[src/rtl/dbirq_pkg.sv]
// Shared constants for the debounced level interrupt bank.
// Offsets are byte addresses on the register port; line n owns bit n.
package dbirq_pkg;
    localparam int OFS_DATA = 'h00;
    localparam int OFS_MASK = 'h04;
    localparam int OFS_POL  = 'h14;
    localparam int OFS_IEN  = 'h18;
    localparam int OFS_RAW  = 'h1C;
    localparam int OFS_MIS  = 'h20;
    localparam int OFS_CLR  = 'h24;
    localparam int OFS_ARM  = 'h28;
    localparam int OFS_DBNC = 'h40;
    localparam int DBNC_STRIDE = 4;
endpackage

[src/rtl/dbirq_sync.sv]
// Two-flop synchroniser for a vector of independent asynchronous inputs.
// Assumes each bit is unrelated to the others; no multi-bit coherence.
module dbirq_sync #(
    parameter int unsigned WIDTH = 8
) (
    input  logic             clk,
    input  logic             rst_n,
    input  logic [WIDTH-1:0] async_i,
    output logic [WIDTH-1:0] sync_o
);
    logic [WIDTH-1:0] meta_q;
    logic [WIDTH-1:0] stable_q;

    // Shift the raw inputs through two flops.
    always_ff @(posedge clk) begin
        if (!rst_n) begin
            meta_q   <= '0;
            stable_q <= '0;
        end else begin
            meta_q   <= async_i;
            stable_q <= meta_q;
        end
    end

    assign sync_o = stable_q;
endmodule

[src/rtl/dbirq_filter.sv]
// Settle filter for one line: the output follows the synchronised input
// only after the input has differed from it on PERIOD tick strobes in a
// row. A period of 0 acts as 1. Assumes tick is one clock wide.
module dbirq_filter #(
    parameter int unsigned CNT_W = 12
) (
    input  logic             clk,
    input  logic             rst_n,
    input  logic             tick,
    input  logic             sync_in,
    input  logic [CNT_W-1:0] period,
    output logic             level
);
    localparam int unsigned EXT_W = CNT_W + 1;

    logic [CNT_W-1:0] cnt_q;
    logic             level_q;
    logic [EXT_W-1:0] limit;
    logic [EXT_W-1:0] next_cnt;

    // Zero settle time is promoted to one tick.
    always_comb begin
        limit    = (period == '0) ? EXT_W'(1) : EXT_W'(period);
        next_cnt = EXT_W'(cnt_q) + EXT_W'(1);
    end

    // Count ticks while the input disagrees; restart when it agrees again.
    always_ff @(posedge clk) begin
        if (!rst_n) begin
            cnt_q   <= '0;
            level_q <= 1'b0;
        end else if (sync_in == level_q) begin
            cnt_q <= '0;
        end else if (tick) begin
            if (next_cnt >= limit) begin
                level_q <= sync_in;
                cnt_q   <= '0;
            end else begin
                cnt_q <= next_cnt[CNT_W-1:0];
            end
        end
    end

    assign level = level_q;


    level_on_tick_chk: assert property (@(posedge clk) disable iff (!rst_n)
        !tick |=> $stable(level_q));


    level_follows_input_chk: assert property (@(posedge clk) disable iff (!rst_n)
        $rose(level_q) |-> $past(sync_in));
endmodule

[src/rtl/dbirq_regs.sv]
// Register file, status and arm logic for the interrupt bank.
// Holds mask-enable, active level, enable, arm, status and per-line
// settle times; produces registered read data and the combined interrupt.
// Assumes one-cycle write and read strobes and word-aligned addresses.
module dbirq_regs
    import dbirq_pkg::*;
#(
    parameter int unsigned LINES  = 8,
    parameter int unsigned CNT_W  = 12,
    parameter int unsigned ADDR_W = 8,
    parameter int unsigned DATA_W = 32
) (
    input  logic                        clk,
    input  logic                        rst_n,
    input  logic [ADDR_W-1:0]           addr,
    input  logic [DATA_W-1:0]           wdata,
    input  logic                        wr,
    input  logic                        rd,
    input  logic [LINES-1:0]            level,
    output logic [LINES-1:0][CNT_W-1:0] period,
    output logic [DATA_W-1:0]           rdata,
    output logic                        irq
);
    localparam logic [ADDR_W-1:0] A_DATA = ADDR_W'(OFS_DATA);
    localparam logic [ADDR_W-1:0] A_MASK = ADDR_W'(OFS_MASK);
    localparam logic [ADDR_W-1:0] A_POL  = ADDR_W'(OFS_POL);
    localparam logic [ADDR_W-1:0] A_IEN  = ADDR_W'(OFS_IEN);
    localparam logic [ADDR_W-1:0] A_RAW  = ADDR_W'(OFS_RAW);
    localparam logic [ADDR_W-1:0] A_MIS  = ADDR_W'(OFS_MIS);
    localparam logic [ADDR_W-1:0] A_CLR  = ADDR_W'(OFS_CLR);
    localparam logic [ADDR_W-1:0] A_ARM  = ADDR_W'(OFS_ARM);
    localparam int unsigned PAD_L = DATA_W - LINES;
    localparam int unsigned PAD_C = DATA_W - CNT_W;

    logic [LINES-1:0] mask_q, pol_q, ien_q, arm_q, raw_q;
    logic [LINES-1:0] active, set_vec, clr_vec, wlines;
    logic             arm_wr;
    logic [LINES-1:0] per_hit;
    logic [LINES-1:0][CNT_W-1:0] per_rd_vec;
    logic [CNT_W-1:0] per_rd;
    logic [DATA_W-1:0] rd_val;
    logic [DATA_W-1:0] rdata_q;
    logic             unused_wdata;

    assign wlines       = wdata[LINES-1:0];
    assign unused_wdata = ^wdata[DATA_W-1:CNT_W];

    // A line is active when its filtered level equals its active-level bit.
    always_comb begin
        active  = ~(level ^ pol_q);
        set_vec = active & arm_q;
        arm_wr  = wr && (addr == A_ARM);
        clr_vec = (wr && (addr == A_CLR)) ? wlines : '0;
    end

    // Plain read/write control registers.
    always_ff @(posedge clk) begin
        if (!rst_n) begin
            mask_q <= '0;
            pol_q  <= '0;
            ien_q  <= '0;
        end else if (wr) begin
            if (addr == A_MASK) mask_q <= wlines;
            if (addr == A_POL)  pol_q  <= wlines;
            if (addr == A_IEN)  ien_q  <= wlines;
        end
    end

    // Sticky status: set by an armed active line, cleared by write-one.
    always_ff @(posedge clk) begin
        if (!rst_n) raw_q <= '0;
        else        raw_q <= (raw_q & ~clr_vec) | set_vec;
    end

    // Single-shot arm: software sets it, a status set consumes it.
    always_ff @(posedge clk) begin
        if (!rst_n)      arm_q <= '0;
        else if (arm_wr) arm_q <= wlines;
        else             arm_q <= arm_q & ~set_vec;
    end

    // One settle-time register per line, each at its own word address.
    for (genvar n = 0; n < LINES; n++) begin : g_per
        localparam logic [ADDR_W-1:0] A_N = ADDR_W'(OFS_DBNC + DBNC_STRIDE * n);
        logic [CNT_W-1:0] val_q;

        assign per_hit[n] = (addr == A_N);

        // Capture the low settle-time bits on a write to this line's word.
        always_ff @(posedge clk) begin
            if (!rst_n)                  val_q <= '0;
            else if (wr && per_hit[n])   val_q <= wdata[CNT_W-1:0];
        end

        assign period[n]     = val_q;
        assign per_rd_vec[n] = per_hit[n] ? val_q : '0;
    end

    // Merge the per-line settle-time read contributions.
    always_comb begin
        per_rd = '0;
        for (int n = 0; n < LINES; n++) per_rd = per_rd | per_rd_vec[n];
    end

    // Select the read value for the current address.
    always_comb begin
        if (addr == A_DATA)      rd_val = {{PAD_L{1'b0}}, level & mask_q};
        else if (addr == A_MASK) rd_val = {{PAD_L{1'b0}}, mask_q};
        else if (addr == A_POL)  rd_val = {{PAD_L{1'b0}}, pol_q};
        else if (addr == A_IEN)  rd_val = {{PAD_L{1'b0}}, ien_q};
        else if (addr == A_RAW)  rd_val = {{PAD_L{1'b0}}, raw_q};
        else if (addr == A_MIS)  rd_val = {{PAD_L{1'b0}}, raw_q & ien_q};
        else if (addr == A_ARM)  rd_val = {{PAD_L{1'b0}}, arm_q};
        else if (|per_hit)       rd_val = {{PAD_C{1'b0}}, per_rd};
        else                     rd_val = '0;
    end

    // Register read data on the read strobe, hold it otherwise.
    always_ff @(posedge clk) begin
        if (!rst_n)  rdata_q <= '0;
        else if (rd) rdata_q <= rd_val;
    end

    assign rdata = rdata_q;
    assign irq   = |(raw_q & ien_q);


    reset_clears_chk: assert property (@(posedge clk)
        !rst_n |=> (rdata_q == '0 && raw_q == '0 && arm_q == '0));


    status_sticky_chk: assert property (@(posedge clk) disable iff (!rst_n)
        (clr_vec == '0) |=> ((~raw_q & $past(raw_q)) == '0));


    arm_consumed_chk: assert property (@(posedge clk) disable iff (!rst_n)
        ((set_vec != '0) && !arm_wr) |=> ((arm_q & $past(set_vec)) == '0));


    rdata_hold_chk: assert property (@(posedge clk) disable iff (!rst_n)
        !rd |=> $stable(rdata_q));
endmodule

[src/rtl/dbirq_bank.sv]
// Debounced level interrupt bank, top level.
// Synchronises the raw lines, filters each one against its own settle
// time counted in tick_ms strobes, and hands the filtered levels to the
// register and status block. Assumes tick_ms is a one-clock strobe.
module dbirq_bank #(
    parameter int unsigned LINES  = 8,
    parameter int unsigned CNT_W  = 12,
    parameter int unsigned ADDR_W = 8,
    parameter int unsigned DATA_W = 32
) (
    input  logic              clk,
    input  logic              rst_n,
    input  logic              tick_ms,
    input  logic [LINES-1:0]  line_in,
    input  logic [ADDR_W-1:0] reg_addr,
    input  logic [DATA_W-1:0] reg_wdata,
    input  logic              reg_wr,
    input  logic              reg_rd,
    output logic [DATA_W-1:0] reg_rdata,
    output logic              irq_o
);
    logic [LINES-1:0]            synced;
    logic [LINES-1:0]            level;
    logic [LINES-1:0][CNT_W-1:0] period;

    dbirq_sync #(.WIDTH(LINES)) u_sync (
        .clk     (clk),
        .rst_n   (rst_n),
        .async_i (line_in),
        .sync_o  (synced)
    );

    for (genvar n = 0; n < LINES; n++) begin : g_line
        dbirq_filter #(.CNT_W(CNT_W)) u_filter (
            .clk     (clk),
            .rst_n   (rst_n),
            .tick    (tick_ms),
            .sync_in (synced[n]),
            .period  (period[n]),
            .level   (level[n])
        );
    end

    dbirq_regs #(
        .LINES  (LINES),
        .CNT_W  (CNT_W),
        .ADDR_W (ADDR_W),
        .DATA_W (DATA_W)
    ) u_regs (
        .clk    (clk),
        .rst_n  (rst_n),
        .addr   (reg_addr),
        .wdata  (reg_wdata),
        .wr     (reg_wr),
        .rd     (reg_rd),
        .level  (level),
        .period (period),
        .rdata  (reg_rdata),
        .irq    (irq_o)
    );
endmodule

[config.mk]
export PLATFORM = sky130hd
export DESIGN_NAME = dbirq_bank
export DESIGN_NICKNAME = d
export VERILOG_FILES = /design/src/rtl/dbirq_pkg.sv /design/src/rtl/dbirq_sync.sv /design/src/rtl/dbirq_filter.sv /design/src/rtl/dbirq_regs.sv /design/src/rtl/dbirq_bank.sv
export SDC_FILE = /design/constraint.sdc
export NUM_CORES = 1
export LEC_CHECK = 0
export BUFFER_PORTS_ARGS = -buffer_cell sky130_fd_sc_hd__buf_2
export CAP_MARGIN = 15
export CORE_ASPECT_RATIO = 1.75
export CORE_MARGIN = 2
export CORE_UTILIZATION = 45
export DETAILED_ROUTE_END_ITERATION = 12
export GPL_TIMING_DRIVEN = 0
export PLACE_DENSITY_LB_ADDON = 0.25
export SLEW_MARGIN = 10
export SYNTH_ARGS = -nofsm -noshare
export SYNTH_HDL_FRONTEND = slang
export SYNTH_HIERARCHICAL = 1
export SYNTH_SLANG_ARGS = --single-unit
[constraint.sdc]
create_clock -name clk -period 4.3 [get_ports clk]
set_clock_uncertainty 0.2 [all_clocks]
set_input_delay 0.43 -clock clk [delete_from_list [all_inputs] [get_ports clk]]
set_output_delay 0.43 -clock clk [all_outputs]
set_load 0.05 [all_outputs]
* Yosys cells after proc, flatten, opt, wreduce, memory -nomap -nowiden
Cells that the tools add are included.
** Cells by class
- $add $sub $neg :: 8
- Order comparisons :: 8
- Equality and inequality tests :: 23
- Mux-type cells :: 34
- Bitwise operators :: 26
- Reduce and logical (&&, ||, !) cells :: 40
** Operators by type and width (number)
- $mux W12 :: 25
- $mux W32 :: 7
- $add A12 B1 Y13 const B :: 8
- $ge A13 B13 Y1 :: 8
- $logic_not A12 Y1 :: 8
- $or A12 B12 Y12 :: 7
- $eq A8 B7 Y1 const B :: 8
- $and A8 B8 Y8 :: 5
- $eq A8 B5 Y1 const B :: 3
- $eq A8 B6 Y1 const B :: 3
- $not A8 Y8 :: 3
- $reduce_and A3 Y1 :: 8
- $mux W8 :: 2
- $reduce_or A2 Y1 :: 8
- $reduce_or A8 Y1 :: 2
- $logic_and A1 B1 Y1 :: 10
- $not A1 Y1 :: 9
- $eq A1 B1 Y1 :: 8
- $eq A8 B3 Y1 const B :: 1
- $logic_not A8 Y1 :: 1
- $or A8 B8 Y8 :: 1
- $xor A8 B8 Y8 :: 1
- $reduce_and A2 Y1 :: 3
** Storage, ports and cells
- Bits in registers :: 288
- Input port bits :: 53
- Output and inout port bits :: 33
- Logic and storage cells :: 171

* Logic depth before layout (Yosys ltp)
Gate-level depths: netlist of run 1.
- Word-level depth :: 17
- Gate-level depth with buffers :: 12
- Depth with buffers taken out :: 11

* By module
The synthesis of run 1 kept the hierarchy.
** Modules (own cells, without submodules)
- dbirq_filter :: times used 8, cells an instance 127, area an instance 1067.3 um^2, sequential area each 260.2 um^2
- dbirq_regs :: times used 1, cells an instance 912, area an instance 7875.1 um^2, sequential area each 2962.8 um^2
- dbirq_sync :: times used 1, cells an instance 33, area an instance 446.7 um^2, sequential area each 320.3 um^2

* Least setup slack after synthesis of run 1
OpenSTA, ideal clock, no wires.
- Kind :: register -> register
- From :: register g_line[0].u_filter.cnt_q[2]
- To :: register g_line[0].u_filter.cnt_q[2]
- Setup time :: 0.071 ns
- Arrival time :: 2.565 ns
- Required time :: 4.029 ns
- Path slack :: 1.464 ns
- Stages on the path, launching flop included :: 13
- Path buffers :: 1
- Period minus slack after synthesis :: 2.836 ns
- Cells stage by stage :: dfxtp_1 and4_1 buf_4 nand4_1 or2_2 nor2_1 xor2_1 ha_1 nand3_1 nor3_1 a2111oi_4 o211ai_1 a21oi_1
** Between the ends
- Longest elaborated chain between the ends :: 3
** Ends and longest elaborated chain
- start, declared :: line dbirq_filter.sv:16 : logic [CNT_W-1:0] cnt_q;
- start signal, assigned :: line dbirq_filter.sv:39 : cnt_q <= next_cnt[CNT_W-1:0];
- $add A12 B1 Y13 * :: line dbirq_filter.sv:24 : next_cnt = EXT_W'(cnt_q) + EXT_W'(1);
- $ge A13 B13 Y1 :: line dbirq_filter.sv:35 : if (next_cnt >= limit) begin
- $mux W12 * :: line dbirq_filter.sv:35
Mark *: on every way between the ends. The rest lies on a longest branch, timed or not.
A chain may end at the register's enable or synchronous reset.

* Final worst setup path of run 1
- From :: register g_line[1].u_filter.cnt_q[2]
- To :: register g_line[1].u_filter.cnt_q[2]
** Between the ends
- Longest elaborated chain between the ends :: 3
** Ends and longest elaborated chain (line)
- start, declared :: dbirq_filter.sv:16
- start signal, assigned :: dbirq_filter.sv:39
- $add A12 B1 Y13 * :: dbirq_filter.sv:24
- $ge A13 B13 Y1 :: dbirq_filter.sv:35
- $mux W12 * :: dbirq_filter.sv:35
Marks and branches as above.

==> out/results.env, run 1 <==
OUTCOME='completed'
SLOWEST_STAGE='a2111oi_4'
UNREPAIRED_SETUP_ENDPOINTS_AFTER_GLOBAL_ROUTING='false'
SEQ_AREA_FRAC_SYNTH=0.318
P_SW_FRAC=0.245
CRITPATHARRIVALTIME_NS=3.68
NUMBER_OF_STANDARD_CELLS_AFTER_SYNTHESIS=1961
IRDROPWORSTVDD_mV=0.276
CP.REQUIRED_NS=4.59
DESIGN.DIE.AREA_UM2=39100
ROUTE.DETAILED.DRC=0
GLOBALROUTETOTALUTIL=0.294
DESIGN.FINAL.NETS=2217
SYNTH_AREA_UM2=16900
DETAILEDROUTE.FIRSTPASSITERATIONCOUNT=7
VIAS_PER_CELL=5.97
GRT_REMAINING_OVERFLOW=0
DOMINANTREGCELLSYNTH='dfxtp_1'
FINAL_WORST_PATH_PERIOD_SHARE=0.787
POST-CTS-SETUP-BUFFERS=0
YOSYS_REGISTER_BITS=268
MAX_SLEW_MARGIN=0.213
CELLINTERNALPOWER_uW=4250
FINAL_ANTENNA_NET_COUNT=0
CRITICAL_PATH_PEAK_FANOUT=9
NUMBER_OF_RESIZED_INSTANCES_IN_THE_POST_CTS_REPAIR_STEP=0
FINAL_LAYOUT_SIZE_SUFFIX_GT1_FRAC=0.119
CLK_PIN_SLEW_WORST_PATHS_NS=0.07
FINAL-MAX-SLEW-VIOLATION-COUNT=0
HOLD_VIOL=0
P_COMB_FRAC=0.074
PATH_CELLS='and4_1 -> buf_4 -> nand4_1 -> or2_2 -> nor2_1 -> xor2_1 -> ha_1 -> nand3_1 -> nor3_1 -> a2111oi_4 -> o211ai_1 -> a21oi_1'
REG2REG_FROM='g_line[1].u_filter/cnt_q[2]'
DIE_X_UM=150
DETAILED_ROUTE_WIRE_LENGTH_PER_CELL_UM=22.5
P_SW_uW=1380
FIRST_PASS_GRT_WIRE_LENGTH_UM=88100
POWER_FRAC_SEQ=0.446
SETUP_VIOL=0
POST_CTS_HOLD_BUFFER_COUNT=11
MAX_CAP_VIOLATIONS=0
SETUP_TOTAL_NEGATIVE_SLACK_NS=0
GRT_MAX_DEGREE=35
DIE_HEIGHT_UM=260
ASYNC_RESET_FF_FRAC=0
SYN_TO_FINAL_GROWTH_PCT=11.8
ANTENNA_CELLS=0
TIGHTESTPINTRANSITION_NS=1.18
CELLLEAKAGEPOWER_uW=0.00690
DP_HPWL_UM=44100
NETLIST-CELL-TYPE-COUNT=78
VIAS_IN_THE_FIRST_GLOBAL_ROUTE=15300
PERIOD_NEEDED_NS=3.39
FLOORPLAN.ROWS=93
SETUP.WORST_PATH.CLASS='reg -> reg'
CTS_MAX_LEVEL=1
FINISH.INSTANCE_AREA_UM2=18900
CLK_LATENCY_NS=0.57
STARTPOINT_OF_THE_MOST_CRITICAL_HOLD_PATH='reg_wdata[1]'
CTS_ROOT_BUF='clkbuf_16'
TRITONCTS='yes'
POWER.SHARE.CLOCK=0.480
CLOCK-SINKS=268
IO_BUFFER_COUNT=39
POWER-PER-CELL-AREA_nW_PER_UM2=299
COREAREA_UM2=36900
ROUTED-VIA-COUNT=15300
CTS_INSERTED_BUFFERS=28
INITIAL_CORE_UTIL=0.457
CRITICAL_PATH.STARTPOINT='g_line[1].u_filter/cnt_q[2]'
DR.FIRST_ITER.DRC_COUNT=976
CRIT_PATH_END_KIND='flip-flop'
EDFF_COUNT_SYNTH=0
DETAILED_PLACE.AREA_UM2=17700
PLACE_CONGESTION=1.00
CTSLONGESTPATHBUFFERS=3
PEAK_FREQ_MHz=295
SYN-MEAN-INSTANCE-AREA_UM2=8.60
DETAIL_ROUTE.WIRELENGTH_UM=57500
CRITICAL-PATH-MAX-STAGE-DELAY_NS=0.69
NUMBER_OF_ANTENNA_VIOLATIONS_AT_THE_FIRST_CHECK_IN_GLOBAL_ROUTING=3
WORST_HOLD_PATH_TYPE='in -> reg'
WORST_SETUP_PATH_START_KIND='flip-flop'
PORTS=86
YOSYS_WARNINGS=6
[critical path, delay by kind of cell, from the launching register on]
kind,cells,cell delay (ns)
adder cells (fa/ha/maj),1,0.26
flip-flops,1,0.43
AND/OR/NAND/NOR,6,1.04
buffers and inverters,1,0.15
AO/OA/AOI/OAI,3,1.03
XOR/XNOR,1,0.19
[metal layers]
metal,share of wire,wire [um],GRT usage
met5,0.00049,28,0
met4,0.087,5000,0.216
met3,0.053,3020,0.0411
met2,0.51,29300,0.538
met1,0.35,20200,0.297
[registers in the layout, indices dropped and copies added, names as in the netlist]
register / flops
u_regs/pol_q: 8
u_regs/g_per.val_q: 96
u_regs/raw_q: 8
u_regs/mask_q: 8
u_regs/rdata: 12
u_sync/sync_o: 8
g_line.u_filter/cnt_q: 96
u_regs/arm_q: 8
u_sync/meta_q: 8
u_regs/ien_q: 8
g_line.u_filter/level: 8
[power groups by stage]
stage	clock (uW)	combinational (uW)	sequential [uW]
6_report	2700	417	2510
5_1_grt	2850	435	2510
4_1_cts	2750	409	2510
3_5_place_dp	0	400	2570
3_3_place_gp	0	400	2570
2_1_floorplan	0	250	2570
[cells in the mapped netlist (24+ instances only)]
cell / instances / share of area
dfxtp_1: 268 / 0.32
nand2_1: 226 / 0.050
nor2b_1: 106 / 0.039
inv_1: 105 / 0.023
ha_1: 104 / 0.077
xnor2_1: 88 / 0.046
mux2i_1: 86 / 0.051
nor2_1: 83 / 0.018
nand3_1: 77 / 0.023
a32oi_1: 65 / 0.034
a21oi_1: 61 / 0.018
nor3_1: 56 / 0.017
nand4_1: 52 / 0.019
clkbuf_1: 47 / 0.010
buf_2: 39 / 0.012
a21boi_0: 36 / 0.016
a21boi_1: 28 / 0.012
buf_4: 28 / 0.012
o21ai_0: 24 / 0.0071
xor2_1: 24 / 0.012
[cells in the final DEF, fill, tap and decap left out, types with 19 or more instances in the layout]
master     netlist  final
a21boi_0        36     36
a21boi_1        28     28
a21oi_1         61     61
a32oi_1         65     65
and2_1          19     19
buf_2           39     78
buf_4           28     28
clkbuf_1        47     51
clkbuf_16        0     29
conb_1           1     20
dfxtp_1        268    268
ha_1           104    104
inv_1          105    105
mux2i_1         86     86
nand2_1        226    226
nand3_1         77     77
nand4_1         52     52
nor2_1          83     83
nor2b_1        106    106
nor3_1          56     56
nor3b_1         21     21
o211ai_1        23     23
o21ai_0         24     24
xnor2_1         88     88
xor2_1          24     24
[path summary, 6_finish.rpt]
check                                 to  slack [ns]  depth (start not counted)
max reg2reg  g_line[1].u_filter/cnt_q[2]        0.91                         12
min reg2reg             u_sync/sync_o[6]        0.23                          1
max          g_line[1].u_filter/cnt_q[2]        0.91                         12
min             u_regs/g_per[1].val_q[1]        0.05                          3
[final cells by class]
type,count,area (um^2)
plain buffers,127,706
multi-input cells,1470,10400
fillers,3500,18000
well taps,475,594
clock buffers,39,823
repair buffers,50,305
flip-flops and latches,268,5370
clock inverters,13,200
inverters,115,432
[metrics by stage]
step	instances	hold WS, ns	setup slack, ns	total power, uW	utilization
3_5_place_dp	2494	0.234	0.974	2970	0.480
5_1_grt	2557	0.0428	0.759	5790	0.511
2_1_floorplan	1980	0.226	1.46	2820	-
6_report	2557	0.0458	0.914	5630	0.511
3_3_place_gp	2494	0.227	1.01	2970	0.480
4_1_cts	2557	0.0358	0.936	5670	0.511
[cell families (layout without fill, tap and decap cells)]
| group | count (synthesis) | in the layout | share of synthesized area |
|---|---|---|---|
| AND/OR/NAND/NOR | 756 | 756 | 0.238 |
| other | 1 | 20 | 0.000222 |
| flip-flops | 268 | 268 | 0.318 |
| adder cells (fa/ha/maj) | 104 | 104 | 0.0772 |
| XOR/XNOR | 112 | 112 | 0.0582 |
| AO/OA/AOI/OAI | 381 | 381 | 0.180 |
| buffers and inverters | 242 | 344 | 0.0675 |
| multiplexers | 97 | 97 | 0.0611 |
Note: power is estimated with default switching activity, not from simulation.
==> inputs of run 2 (changes only) <==
- clock period: 4.3 -> 2.8 ns (I/O delays scaled with it)
==> out/results.env, run 2 (synthesis results as in run 1) <==
OUTCOME='complete, but fails checks'  # was completed
FAILED_CHECKS='negative setup slack'
GRT_UTIL_MET1=0.296  # was 0.297
WORST_SETUP_PATH_START_KIND='flip-flop'  # unchanged
GRT_USE_MET3=0.0367  # was 0.0411
SETUP_TOTAL_NEGATIVE_SLACK_NS=-2.00  # was 0 ns
CLOCK-SINKS=268  # unchanged
HOLD_DEPTH=4  # was 3
FIRST_PASS_GRT_WIRE_LENGTH_UM=90500  # was 88100 um
NUMBER_OF_ANTENNA_VIOLATIONS_AT_THE_FIRST_CHECK_IN_GLOBAL_ROUTING=4  # was 3
MULTI_INPUT_COMB_AREA_UM2=11200  # was 10400 um^2
MET2_GRT_UTIL=0.558  # was 0.538
PORTS=86  # unchanged
WORST_R2R_PATH_DEPTH=12  # unchanged
VIAS_IN_THE_FIRST_GLOBAL_ROUTE=16100  # was 15300
FINAL_LAYOUT_SIZE_SUFFIX_GT1_FRAC=0.238  # was 0.119
FINAL_ANTENNA_NET_COUNT=0  # unchanged
PERIOD_NEEDED_NS=2.90  # was 3.39 ns
FILLCELLCOUNT=3339  # was 3500
CRIT_PATH_END_KIND='flip-flop'  # unchanged
HOLD_END='u_regs/g_per[1].val_q[1]'  # unchanged
DETAILEDROUTE.FIRSTPASSITERATIONCOUNT=7  # unchanged
CTS_ROOT_BUF='clkbuf_16'  # unchanged
REG2REG_FROM='g_line[3].u_filter/cnt_q[2]'  # was g_line[1].u_filter/cnt_q[2]
FINAL.HOLD.WORST_SLACK_NS=0.0581  # was 0.0458 ns
ROUTE.DETAILED.DRC=0  # unchanged
FINAL_WORST_PATH_PERIOD_SHARE=1.03  # was 0.787
SETUP.WORST_PATH.CLASS='reg -> reg'  # unchanged
CTS_INSERTED_BUFFERS=27  # was 28
FINAL_CRITICAL_PATH_SETUP_SLACK_NS=-0.0966  # was 0.914 ns
POWER-PER-CELL-AREA_nW_PER_UM2=404  # was 299 nW/um^2
CP.REQUIRED_NS=3.09  # was 4.59 ns
DIE_X_UM=150  # unchanged
DR.FIRST_ITER.DRC_COUNT=964  # was 976
LAYOUT.CELLS.MOST_COMMON_LIST='dfxtp_1 (220), nand2_1 (219), buf_4 (132), inv_1 (105), nor2b_1 (98)'  # was dfxtp_1 (268), nand2_1 (226), nor2b_1 (106), inv_1 (105), ha_1 (104)
GRT_REMAINING_OVERFLOW=0  # unchanged
SEQUENTIAL_CELL_AREA_UM2=5490  # was 5370 um^2
CELLLEAKAGEPOWER_uW=0.00785  # was 0.00690 uW
DETAILED_ROUTE_WIRE_LENGTH_PER_CELL_UM=22.7  # was 22.5 um
IRDROPWORSTVDD_mV=0.401  # was 0.276 mV
VIAS_PER_CELL=6.03  # was 5.97
FINAL-MAX-SLEW-VIOLATION-COUNT=0  # unchanged
TIGHTESTPINTRANSITION_NS=1.17  # was 1.18 ns
DETAIL_ROUTE.WIRELENGTH_UM=61000  # was 57500 um
LAYOUT.CELLS.MOST_COMMON='dfxtp_1'  # unchanged
SETUP_VIOL=56  # was 0
DIE_HEIGHT_UM=260  # unchanged
IO_BUFFER_COUNT=39  # unchanged
STARTPOINT_OF_THE_MOST_CRITICAL_HOLD_PATH='reg_wr'  # was reg_wdata[1]
DESIGN.DIE.AREA_UM2=39100  # unchanged
FLOORPLAN.ROWS=93  # unchanged
HOLD_VIOL=0  # unchanged
TRITONCTS='yes'  # unchanged
REGISTER_TO_REGISTER_SETUP_SLACK_NS=-0.1  # was 0.91 ns
CRITICAL_PATH_PEAK_FANOUT=4  # was 9
CTS_MAX_LEVEL=1  # unchanged
PEAK_FREQ_MHz=345  # was 295 MHz
GRT_MAX_DEGREE=35  # unchanged
PLACE_CONGESTION=1.03  # was 1.00
GLOBALROUTETOTALUTIL=0.302  # was 0.294
MAX_SLEW_MARGIN=0.221  # was 0.213
CRITPATHARRIVALTIME_NS=3.19  # was 3.68 ns
MAX_CAP_VIOLATIONS=0  # unchanged
CLK_PIN_SLEW_WORST_PATHS_NS=0.07  # about the same
WORST_R2R_ENDPOINT='g_line[3].u_filter/cnt_q[6]'  # was g_line[1].u_filter/cnt_q[2]
UNREPAIRED_SETUP_ENDPOINTS_AFTER_GLOBAL_ROUTING='true'  # was false
DESIGN.FINAL.NETS=2345  # was 2217
ROUTED-VIA-COUNT=16200  # was 15300
INITIAL_CORE_UTIL=0.457  # unchanged
GRT_BUSIEST_LAYER='met2'  # unchanged
CTSLONGESTPATHBUFFERS=3  # unchanged
WORST_HOLD_PATH_TYPE='in -> reg'  # unchanged
SYN_TO_FINAL_GROWTH_PCT=22.6  # was 11.8%
DP_HPWL_UM=43500  # was 44100 um
CLK_LATENCY_NS=0.56  # was 0.57 ns
COREAREA_UM2=36900  # unchanged
[run 2: cell count changes in the layout (fill, tap and decap cells not counted), moves of 13 or more]
cell / before / now
buf_4: 28 / 132
dfxtp_1: 268 / 220
dfxtp_4: 0 / 25
dfxtp_2: 0 / 23
nor3_1: 56 / 35
buf_6: 10 / 27
xnor2_1: 88 / 74
xnor2_2: 0 / 14
nor3_2: 0 / 13
[run 2: timing repair]
item                                    in CTS  in global routing
endpoints found under the setup margin     104                104
hold buffers                                17                  0
gates resized for setup                    155                 87
cloned                                       8                  1
endpoints found under the hold margin       33                  0
setup buffers                               79                 36
pin swaps                                   68                123
[run 2: critical path, stage by stage, from the launching register on]
cell	delay [ns]
dfxtp_4	0.34
and4_1	0.21
buf_6	0.11
buf_4	0.10
nand4_1	0.11
xnor2_1	0.25
ha_1	0.31
a21oi_1	0.26
nor2b_4	0.08
a2111oi_4	0.41
buf_4	0.23
a32oi_2	0.11
nor2_1	0.11
[run 2: through the flow]
stage | util | total power (uW) | instance area (um^2) | cells | setup slack, ns
3_5_place_dp | 0.481 | 4550 | 17800 | 2494 | -0.451
4_1_cts | 0.542 | 8370 | 20000 | 2647 | -0.0715
5_1_grt | 0.560 | 8560 | 20700 | 2683 | -0.241
6_report | 0.560 | 8340 | 20700 | 2684 | -0.0966
3_3_place_gp | 0.481 | 4550 | 17800 | 2494 | -0.398
2_1_floorplan | - | 4330 | 17000 | 1980 | 0.0107
[run 2: cell type report]
class                           count  area share
Clock buffer                       34      0.0364
Timing Repair Buffer              180      0.0643
Antenna cell                        1    0.000121
Multi-Input combinational cell   1470       0.541
Inverter                          115      0.0209
Tap cell                          475      0.0288
Buffer                            126      0.0351
Sequential cell                   268       0.266
Clock inverter                     15     0.00775
[run 2: where the power goes]
part	switching (uW)	internal (uW)
registers	21.9	3810
clock network	1650	2180
logic	474	207
total	2150	6190
[run 2: layer usage]
layer  vias to the layer above  share of wire
met5                         -        0.00052
met4                         6          0.094
met3                       276          0.050
met2                       635           0.51
met1                      7785           0.34
li1                       7478              -
[run 2: how the worst max path moves through the flow]
stage / from / endpoint / slack (ns) / cells past startpoint
floorplan: g_line[0].u_filter/cnt_q[2] / g_line[0].u_filter/cnt_q[2] / 0.01 / 11
global placement: g_line[2].u_filter/cnt_q[2] / g_line[2].u_filter/cnt_q[2] / -0.40 / 12
detailed placement: g_line[2].u_filter/cnt_q[2] / g_line[2].u_filter/cnt_q[2] / -0.45 / 12
CTS: g_line[2].u_filter/cnt_q[3] / g_line[2].u_filter/cnt_q[4] / -0.07 / 13
global route: g_line[3].u_filter/cnt_q[4] / g_line[3].u_filter/cnt_q[6] / -0.24 / 12
finish: g_line[3].u_filter/cnt_q[2] / g_line[3].u_filter/cnt_q[6] / -0.1 / 12
